### config.mk
export PLATFORM = sky130hd
export DESIGN_NAME = wiper_position_reg
export DESIGN_NICKNAME = d
export VERILOG_FILES = /design/src/rtl/wpr_pkg.sv /design/src/rtl/wpr_step_detect.sv /design/src/rtl/wpr_load_mux.sv /design/src/rtl/wpr_tap_decoder.sv /design/src/rtl/wiper_position_reg.sv
export SDC_FILE = /design/constraint.sdc
export NUM_CORES = 1
export LEC_CHECK = 0
export ABC_AREA = 1
export CORE_ASPECT_RATIO = 0.8
export CORE_MARGIN = 3
export CORE_UTILIZATION = 36
export DETAILED_ROUTE_END_ITERATION = 10
export GPL_TIMING_DRIVEN = 0
export PLACE_DENSITY_LB_ADDON = 0.05
export SYNTH_ARGS = -nofsm -noshare
export SYNTH_HDL_FRONTEND = slang
export SYNTH_SLANG_ARGS = --single-unit
### constraint.sdc
create_clock -name clk -period 4.5 [get_ports clk]
set_clock_uncertainty 0.05 [all_clocks]
set_input_delay 0.9 -clock clk [delete_from_list [all_inputs] [get_ports clk]]
set_output_delay 0.9 -clock clk [all_outputs]
set_load 0.02 [all_outputs]
### src/rtl/wpr_pkg.sv
// Package: shared types for the wiper position register.
// Assumes: consumers import it before use.
package wpr_pkg;

    // Source that updates the position in a given cycle.
    typedef enum logic [2:0] {
        SRC_HOLD    = 3'd0,
        SRC_RECALL  = 3'd1,
        SRC_WRITE   = 3'd2,
        SRC_XFR     = 3'd3,
        SRC_STEP_UP = 3'd4,
        SRC_STEP_DN = 3'd5
    } wpr_src_e;

endpackage

### src/rtl/wpr_step_detect.sv
// Module: turns synchronised bus clock samples into one step strobe per high pulse.
// Assumes: bus_scl/bus_sda are already synchronised to clk; a reset takes the
// previous clock level as high so no step fires on reset release.
module wpr_step_detect (
    input  logic clk,
    input  logic rst_n,
    input  logic step_en,
    input  logic bus_scl,
    input  logic bus_sda,
    output logic step_pulse,
    output logic step_up
);

    logic scl_q;

    // Remember the previous bus clock level.
    always_ff @(posedge clk) begin
        if (!rst_n) scl_q <= 1'b1;
        else        scl_q <= bus_scl;
    end

    // One strobe on a low-to-high bus clock while step mode is on.
    always_comb begin
        step_pulse = step_en & bus_scl & ~scl_q;
        step_up    = bus_sda;
    end

endmodule

### src/rtl/wpr_load_mux.sv
// Module: chooses the next wiper position from the prioritised load sources.
// Assumes: at most the highest-priority request in a cycle takes effect;
// stepping saturates at both array ends.
module wpr_load_mux
    import wpr_pkg::*;
#(
    parameter int POS_W    = 6,
    parameter int NUM_BANK = 4,
    parameter int SEL_W    = 2
) (
    input  logic [POS_W-1:0]          cur_pos,
    input  logic                      recall_req,
    input  logic                      wr_req,
    input  logic [POS_W-1:0]          wr_data,
    input  logic                      xfr_req,
    input  logic [SEL_W-1:0]          xfr_sel,
    input  logic [NUM_BANK*POS_W-1:0] bank_data,
    input  logic                      step_pulse,
    input  logic                      step_up,
    output logic [POS_W-1:0]          nxt_pos
);

    localparam logic [POS_W-1:0] POS_MAX = {POS_W{1'b1}};
    localparam logic [POS_W-1:0] POS_MIN = '0;

    wpr_src_e         src;
    logic [POS_W-1:0] bank_pick;

    // Extract the data register addressed by the transfer select.
    always_comb begin
        bank_pick = bank_data[xfr_sel*POS_W +: POS_W];
    end

    // Fixed priority: recall, write, transfer, step.
    always_comb begin
        if (recall_req)      src = SRC_RECALL;
        else if (wr_req)     src = SRC_WRITE;
        else if (xfr_req)    src = SRC_XFR;
        else if (step_pulse) src = step_up ? SRC_STEP_UP : SRC_STEP_DN;
        else                 src = SRC_HOLD;
    end

    // Form the next position, clamping steps at the array ends.
    always_comb begin
        unique case (src)
            SRC_RECALL:  nxt_pos = bank_data[POS_W-1:0];
            SRC_WRITE:   nxt_pos = wr_data;
            SRC_XFR:     nxt_pos = bank_pick;
            SRC_STEP_UP: nxt_pos = (cur_pos == POS_MAX) ? cur_pos : cur_pos + 1'b1;
            SRC_STEP_DN: nxt_pos = (cur_pos == POS_MIN) ? cur_pos : cur_pos - 1'b1;
            default:     nxt_pos = cur_pos;
        endcase
    end

endmodule

### src/rtl/wpr_tap_decoder.sv
// Module: decodes the binary position into a one-hot tap select.
// Assumes: TAPS == 2**POS_W, so every position maps to one tap.
module wpr_tap_decoder #(
    parameter int POS_W = 6,
    parameter int TAPS  = 64
) (
    input  logic [POS_W-1:0] pos,
    output logic [TAPS-1:0]  sel
);

    // One comparator per tap.
    for (genvar t = 0; t < TAPS; t++) begin : g_tap
        assign sel[t] = (pos == t[POS_W-1:0]);
    end

endmodule

### src/rtl/wiper_position_reg.sv
// Module: volatile wiper position register with recall, write, transfer and
// bus-clocked stepping, plus a one-hot tap decode.
// Assumes: inputs are synchronous to clk; protocol decode is done upstream.
module wiper_position_reg #(
    parameter  int POS_W    = 6,
    parameter  int NUM_BANK = 4,
    localparam int TAPS     = 1 << POS_W,
    localparam int SEL_W    = $clog2(NUM_BANK)
) (
    input  logic                      clk,
    input  logic                      rst_n,
    input  logic                      recall_req,
    input  logic                      wr_req,
    input  logic [POS_W-1:0]          wr_data,
    input  logic                      xfr_req,
    input  logic [SEL_W-1:0]          xfr_sel,
    input  logic [NUM_BANK*POS_W-1:0] bank_data,
    input  logic                      step_en,
    input  logic                      bus_scl,
    input  logic                      bus_sda,
    output logic [POS_W-1:0]          wiper_pos,
    output logic [TAPS-1:0]           tap_sel
);

    logic             step_pulse;
    logic             step_up;
    logic [POS_W-1:0] nxt_pos;
    logic [POS_W-1:0] pos_q;

    wpr_step_detect u_step (
        .clk        (clk),
        .rst_n      (rst_n),
        .step_en    (step_en),
        .bus_scl    (bus_scl),
        .bus_sda    (bus_sda),
        .step_pulse (step_pulse),
        .step_up    (step_up)
    );

    wpr_load_mux #(
        .POS_W    (POS_W),
        .NUM_BANK (NUM_BANK),
        .SEL_W    (SEL_W)
    ) u_mux (
        .cur_pos    (pos_q),
        .recall_req (recall_req),
        .wr_req     (wr_req),
        .wr_data    (wr_data),
        .xfr_req    (xfr_req),
        .xfr_sel    (xfr_sel),
        .bank_data  (bank_data),
        .step_pulse (step_pulse),
        .step_up    (step_up),
        .nxt_pos    (nxt_pos)
    );

    // Position register, cleared to the low terminal on reset.
    always_ff @(posedge clk) begin
        if (!rst_n) pos_q <= '0;
        else        pos_q <= nxt_pos;
    end

    wpr_tap_decoder #(
        .POS_W (POS_W),
        .TAPS  (TAPS)
    ) u_dec (
        .pos (pos_q),
        .sel (tap_sel)
    );

    assign wiper_pos = pos_q;

endmodule

# Word-level counts from Yosys, hierarchy flattened
# Cells that the tools add are included.
[word_totals]
wordCells = 90
output_inout_bits = 70
input_bits = 40
regBits = 7
[classes]
reduce_logical = 3
n_mul = 1
shift = 1
bitwise = 3
n_eq_ne = 70
addsub = 2
mux = 8
[ops]
columns = ["operator", "count"]
rows = [
  ["$eq A6 B6 Y1 const B", 32],
  ["$eq A6 B5 Y1 const B", 16],
  ["$eq A6 B4 Y1 const B", 8],
  ["$pmux W6 S5", 1],
  ["$eq A6 B3 Y1 const B", 4],
  ["$shiftx A24 B6 Y6", 1],
  ["$eq A6 B2 Y1 const B", 2],
  ["$mux W3", 4],
  ["$mux W6", 2],
  ["$add A6 B1 Y6 const B", 1],
  ["$eq A3 B2 Y1 const B", 2],
  ["$eq A3 B3 Y1 const B", 2],
  ["$eq A6 B1 Y1 const B", 1],
  ["$logic_not A6 Y1", 1],
  ["$sub A6 B1 Y6 const B", 1],
  ["$reduce_bool A5 Y1", 1],
  ["$mul A2 B2 Y4 const B", 1],
  ["$ne A2 B2 Y1 const B", 2],
  ["$eq A3 B1 Y1 const B", 1],
  ["$reduce_and A3 Y1", 1],
  ["$and A1 B1 Y1", 2],
  ["$mux W1", 1],
  ["$not A1 Y1", 1],
]

# Longest topological paths before layout
[logic_depth]
depth_word = 9
depth_mapped = 11
mapped_depth_nobuf = 11

# Modules after synthesis
# From an unflattened synthesis, not the netlist that was laid out.
[hier_totals]
hier_cells = 322
area_unflattened_um2 = 1530.2
[by_module_without_submodules]
columns = ["module", "area_each_um2", "cells_per_inst", "instances", "seq_area_each_um2"]
rows = [
  ["wpr_load_mux", 907.1, 194, 1, 0.0],
  ["wpr_tap_decoder", 412.9, 104, 1, 0.0],
  ["wiper_position_reg", 165.2, 18, 1, 120.1],
  ["wpr_step_detect", 45.0, 6, 1, 20.0],
]

# Worst setup path after synthesis
# No wires, ideal clock.
[synth_timing]
kind = "reg2out"
startpoint = "reg pos_q[1], in the netlist wiper_pos[1]"
endpoint = "out tap_sel[23]"
t_required_ps = 3550
n_path_buf = 0
stages_incl_launch_ff = 6
path_slack_ps = 2194
arrival_ps = 1356
path_cell_list = "dfxtp_1 > ha_1 > nand2_1 > inv_1 > nand2_1 > nor2_1"
[synth_via]
elab_chain_len = 1
[synth_lines]
columns = ["element", "line", "source"]
rows = [
  ["start: declaration", "wiper_position_reg.sv:28", "logic [POS_W-1:0] pos_q;"],
  ["start signal: assignment", "wiper_position_reg.sv:60", "else pos_q <= nxt_pos;"],
  ["$eq A6 B5 Y1", "wpr_tap_decoder.sv:13", "assign sel[t] = (pos == t[POS_W-1:0]);"],
  ["end: declaration", "wiper_position_reg.sv:22", "output logic [TAPS-1:0] tap_sel"],
]
# Every way passes these cells.

# Worst setup path after layout
[layout_timing]
startpoint = "reg pos_q[0], in the netlist wiper_pos[0]"
endpoint = "out tap_sel[20]"
# Same word-level chain as after synthesis.

==> flow_summary.json <==
{
  "met1_usage": 0.3388,
  "power.density_cell_area_mw_per_mm2": 144.4,
  "place.port_buffers": 108,
  "grt-ovfl-total": 0,
  "worst-path-max-fanout": 7,
  "initial_core_util": 0.3884,
  "synth.area.top_cells": "sky130_fd_sc_hd__nor2_1 (24%), sky130_fd_sc_hd__nand2_1 (20%), sky130_fd_sc_hd__nand3_1 (14%)",
  "yosysSeqAreaShare": 0.1012,
  "status": "completed",
  "clkSinkCount": 7,
  "die-area_mm2": 0.004633,
  "core_region_area_mm2": 0.003566,
  "setup.worst_path.end_class": "output port",
  "synth_area_leader_cell": "sky130_fd_sc_hd__nor2_1",
  "cts_max_path_buffers": 2,
  "drive_gt1_frac": 0.06345,
  "pin_count": 110,
  "antenna_violating_nets_post_route": 0,
  "worst-setup-path-type": "reg -> out",
  "globalRouteMet2Util": 0.3678,
  "sequential_cell_area_um2": 140.1,
  "critical_path.startpoint_type": "flop",
  "clock_insertion_delay_at_the_later_pin_of_the_skew_report_ps": 230,
  "cts_hold_buffers": 0,
  "post_synth_instance_area_mm2": 0.001385,
  "cts_made_buffers": 3,
  "cts.repair_timing.setup_buffer_count": 0,
  "grt_antenna_before_repair": 0,
  "max_slew_margin": 0.7081,
  "ys_seq_elements": 7,
  "crit_required_ps": 3550,
  "flow.area_growth_from_synthesis_pct": 85.09,
  "first_global_vias": 1800,
  "htree_levels": 1,
  "synth_largest_type_area_fraction": 0.2439,
  "hold_class": "reg -> reg",
  "finalWirelength_mm": 5.414,
  "cp_data_arrival_time_ps": 2150,
  "gp_congestion": 0.8559,
  "yosysWarnings": 0,
  "drc": 0,
  "grt_busiest_layer": "met2",
  "nNetsFinal": 439,
  "tritoncts": "built",
  "fin_hold_ws_ps": 527.2,
  "synth.net_count": 326,
  "grt_max_degree": 11,
  "count_of_cell_types_in_the_netlist": 26,
  "finalCritPeriodShare": 0.6898,
  "timing.final.max_slew_violations": 0,
  "clk_root_buffer_cell": "sky130_fd_sc_hd__clkbuf_8",
  "wl_per_cell_um": 12.42,
  "post_synth.cell_area_avg_um2": 4.912,
  "num-fill-cells": 346,
  "finalSetupViolations": 0,
  "post_cts_resized": 0,
  "worstMarginPinSlew_ps": 437.8,
  "rsz0062_at_grt": "false",
  "first_pass_iters": 4,
  "grt_first_pass_wirelength_mm": 8.424,
  "std_cell_rows": 19,
  "route.vias.total": 2174,
  "postSynthCellCount": 282,
  "grt_usage": 0.2299,
  "setup-tns-final_ps": 0,
  "power.static_leakage_nw": 1.055,
  "dr.first_iter.drc_count": 137,
  "globalRouteMet3Util": 0.04078,
  "worst_ir_drop_vdd_mv": 0.1492,
  "floorplan.die.height_um": 61.48,
  "multi_input_gate_area_in_the_final_layout_mm2": 0.001100,
  "place.detailed.hpwl_mm": 4.494,
  "antennaDiodeCount": 0,
  "clkSlewWorstSetupHoldPaths_ps": 50,
  "timing.fmax_ghz": 0.3222,
  "postLayoutCoreUtil": 0.7189,
  "min_period_ps": 3104,
  "post_drt_via_cell_ratio": 4.986,
  "max_cap_viol_count": 0,
  "die_width_um": 75.35,
  "hold_viol_final": 0
}
[flip-flops by register name, indices dropped and copies added (netlist names)]
| signal | flops |
|---|---|
| u_step.scl_q | 1 |
| wiper_pos | 6 |
[cell usage in the layout (no fill, tap or decap)]
cell and instances:
sky130_fd_sc_hd__buf_4 2, sky130_fd_sc_hd__nand3_2 1, sky130_fd_sc_hd__dfxtp_1 7, sky130_fd_sc_hd__or2_2 1, sky130_fd_sc_hd__nand2_2 3, sky130_fd_sc_hd__clkbuf_1 8
sky130_fd_sc_hd__inv_1 19, sky130_fd_sc_hd__nor2_4 3, sky130_fd_sc_hd__nor3_1 1, sky130_fd_sc_hd__nand3_1 40, sky130_fd_sc_hd__xnor2_1 1, sky130_fd_sc_hd__buf_2 2
sky130_fd_sc_hd__o21ai_0 6, sky130_fd_sc_hd__o21ai_1 1, sky130_fd_sc_hd__nand2_4 1, sky130_fd_sc_hd__nor2_1 90, sky130_fd_sc_hd__nand4_1 3, sky130_fd_sc_hd__xor2_1 1
sky130_fd_sc_hd__clkdlybuf4s50_1 108, sky130_fd_sc_hd__inv_2 3, sky130_fd_sc_hd__a21oi_1 7, sky130_fd_sc_hd__nor3_2 1, sky130_fd_sc_hd__nor2_2 3, sky130_fd_sc_hd__nand2_1 73
sky130_fd_sc_hd__nand3_4 1, sky130_fd_sc_hd__buf_6 1, sky130_fd_sc_hd__ha_1 4, sky130_fd_sc_hd__clkbuf_8 3
[final timing paths]
check,startpoint,endpoint,slack (ps),depth (start not counted)
setup / recovery,wiper_pos[0],tap_sel[20],1400,5
hold reg to reg,wiper_pos[5],wiper_pos[5],530,2
hold / removal,wiper_pos[5],wiper_pos[5],530,2
setup reg to reg,wiper_pos[0],wiper_pos[0],2560,9
[cell usage after synthesis]
cell type                  number
sky130_fd_sc_hd__nor2_1        90
sky130_fd_sc_hd__nand2_1       73
sky130_fd_sc_hd__nand3_1       40
sky130_fd_sc_hd__inv_1         19
sky130_fd_sc_hd__a21oi_1        7
sky130_fd_sc_hd__clkbuf_1       7
sky130_fd_sc_hd__dfxtp_1        7
sky130_fd_sc_hd__o21ai_0        6
sky130_fd_sc_hd__ha_1           4
sky130_fd_sc_hd__inv_2          3
sky130_fd_sc_hd__nand2_2        3
sky130_fd_sc_hd__nand4_1        3
sky130_fd_sc_hd__nor2_2         3
sky130_fd_sc_hd__nor2_4         3
sky130_fd_sc_hd__buf_2          2
sky130_fd_sc_hd__buf_4          2
sky130_fd_sc_hd__buf_6          1
sky130_fd_sc_hd__nand2_4        1
sky130_fd_sc_hd__nand3_2        1
sky130_fd_sc_hd__nand3_4        1
sky130_fd_sc_hd__nor3_1         1
sky130_fd_sc_hd__nor3_2         1
sky130_fd_sc_hd__o21ai_1        1
sky130_fd_sc_hd__or2_2          1
sky130_fd_sc_hd__xnor2_1        1
sky130_fd_sc_hd__xor2_1         1
[through the flow]
stage          worst slack, ps  power [mW]  cells  cell area [um^2]
3_3_place_gp              1706      0.2730    432              2519
6_report                  1396      0.3701    436              2564
4_1_cts                   1415      0.3687    436              2564
3_5_place_dp              1673      0.2751    432              2519
2_1_floorplan             2194      0.1889    282              1385
5_1_grt                   1272      0.3977    436              2564
[metal layers]
metal,routed length (um),up-vias
met5,0,-
met4,12,0
met3,463,4
met2,2430,93
met1,2506,971
li1,-,1106
[where the power goes]
part / total (mW) / leakage [nW] / internal, mW / switching [mW]
Clock: 0.0936 / 0.0228 / 0.0617 / 0.0319
Sequential: 0.0746 / 0.0582 / 0.0674 / 0.00725
Combinational: 0.202 / 0.974 / 0.0878 / 0.114
[worst max-delay path, stage by stage, from the launching register on]
cell,delay (ps)
sky130_fd_sc_hd__dfxtp_1,360
sky130_fd_sc_hd__inv_1,250
sky130_fd_sc_hd__ha_1,360
sky130_fd_sc_hd__nand3_1,190
sky130_fd_sc_hd__nor2_1,130
sky130_fd_sc_hd__clkdlybuf4s50_1,620
[logic make-up (layout without fill, tap and decap cells)]
kind of cell,Yosys count,after routing,share of synthesized area
buffers and inverters,34,146,0.1048
xor gates and xnor gates,2,2,0.01265
adders and majority gates,4,4,0.03614
AOI/OAI and AO/OA,14,14,0.05058
DFF,7,7,0.1012
and+or+nand+nor,221,221,0.6947
[area by class of cell]
cell class              instances  share of cell area
plain buffers                  12             0.02440
clock buffers                   4             0.01757
inverters                      22             0.03221
multi-input cells             241              0.4290
flip-flops and latches          7             0.05466
well taps                      42             0.02050
repair buffers                108              0.4217
No activity file was read; power rests on OpenSTA's default activity.
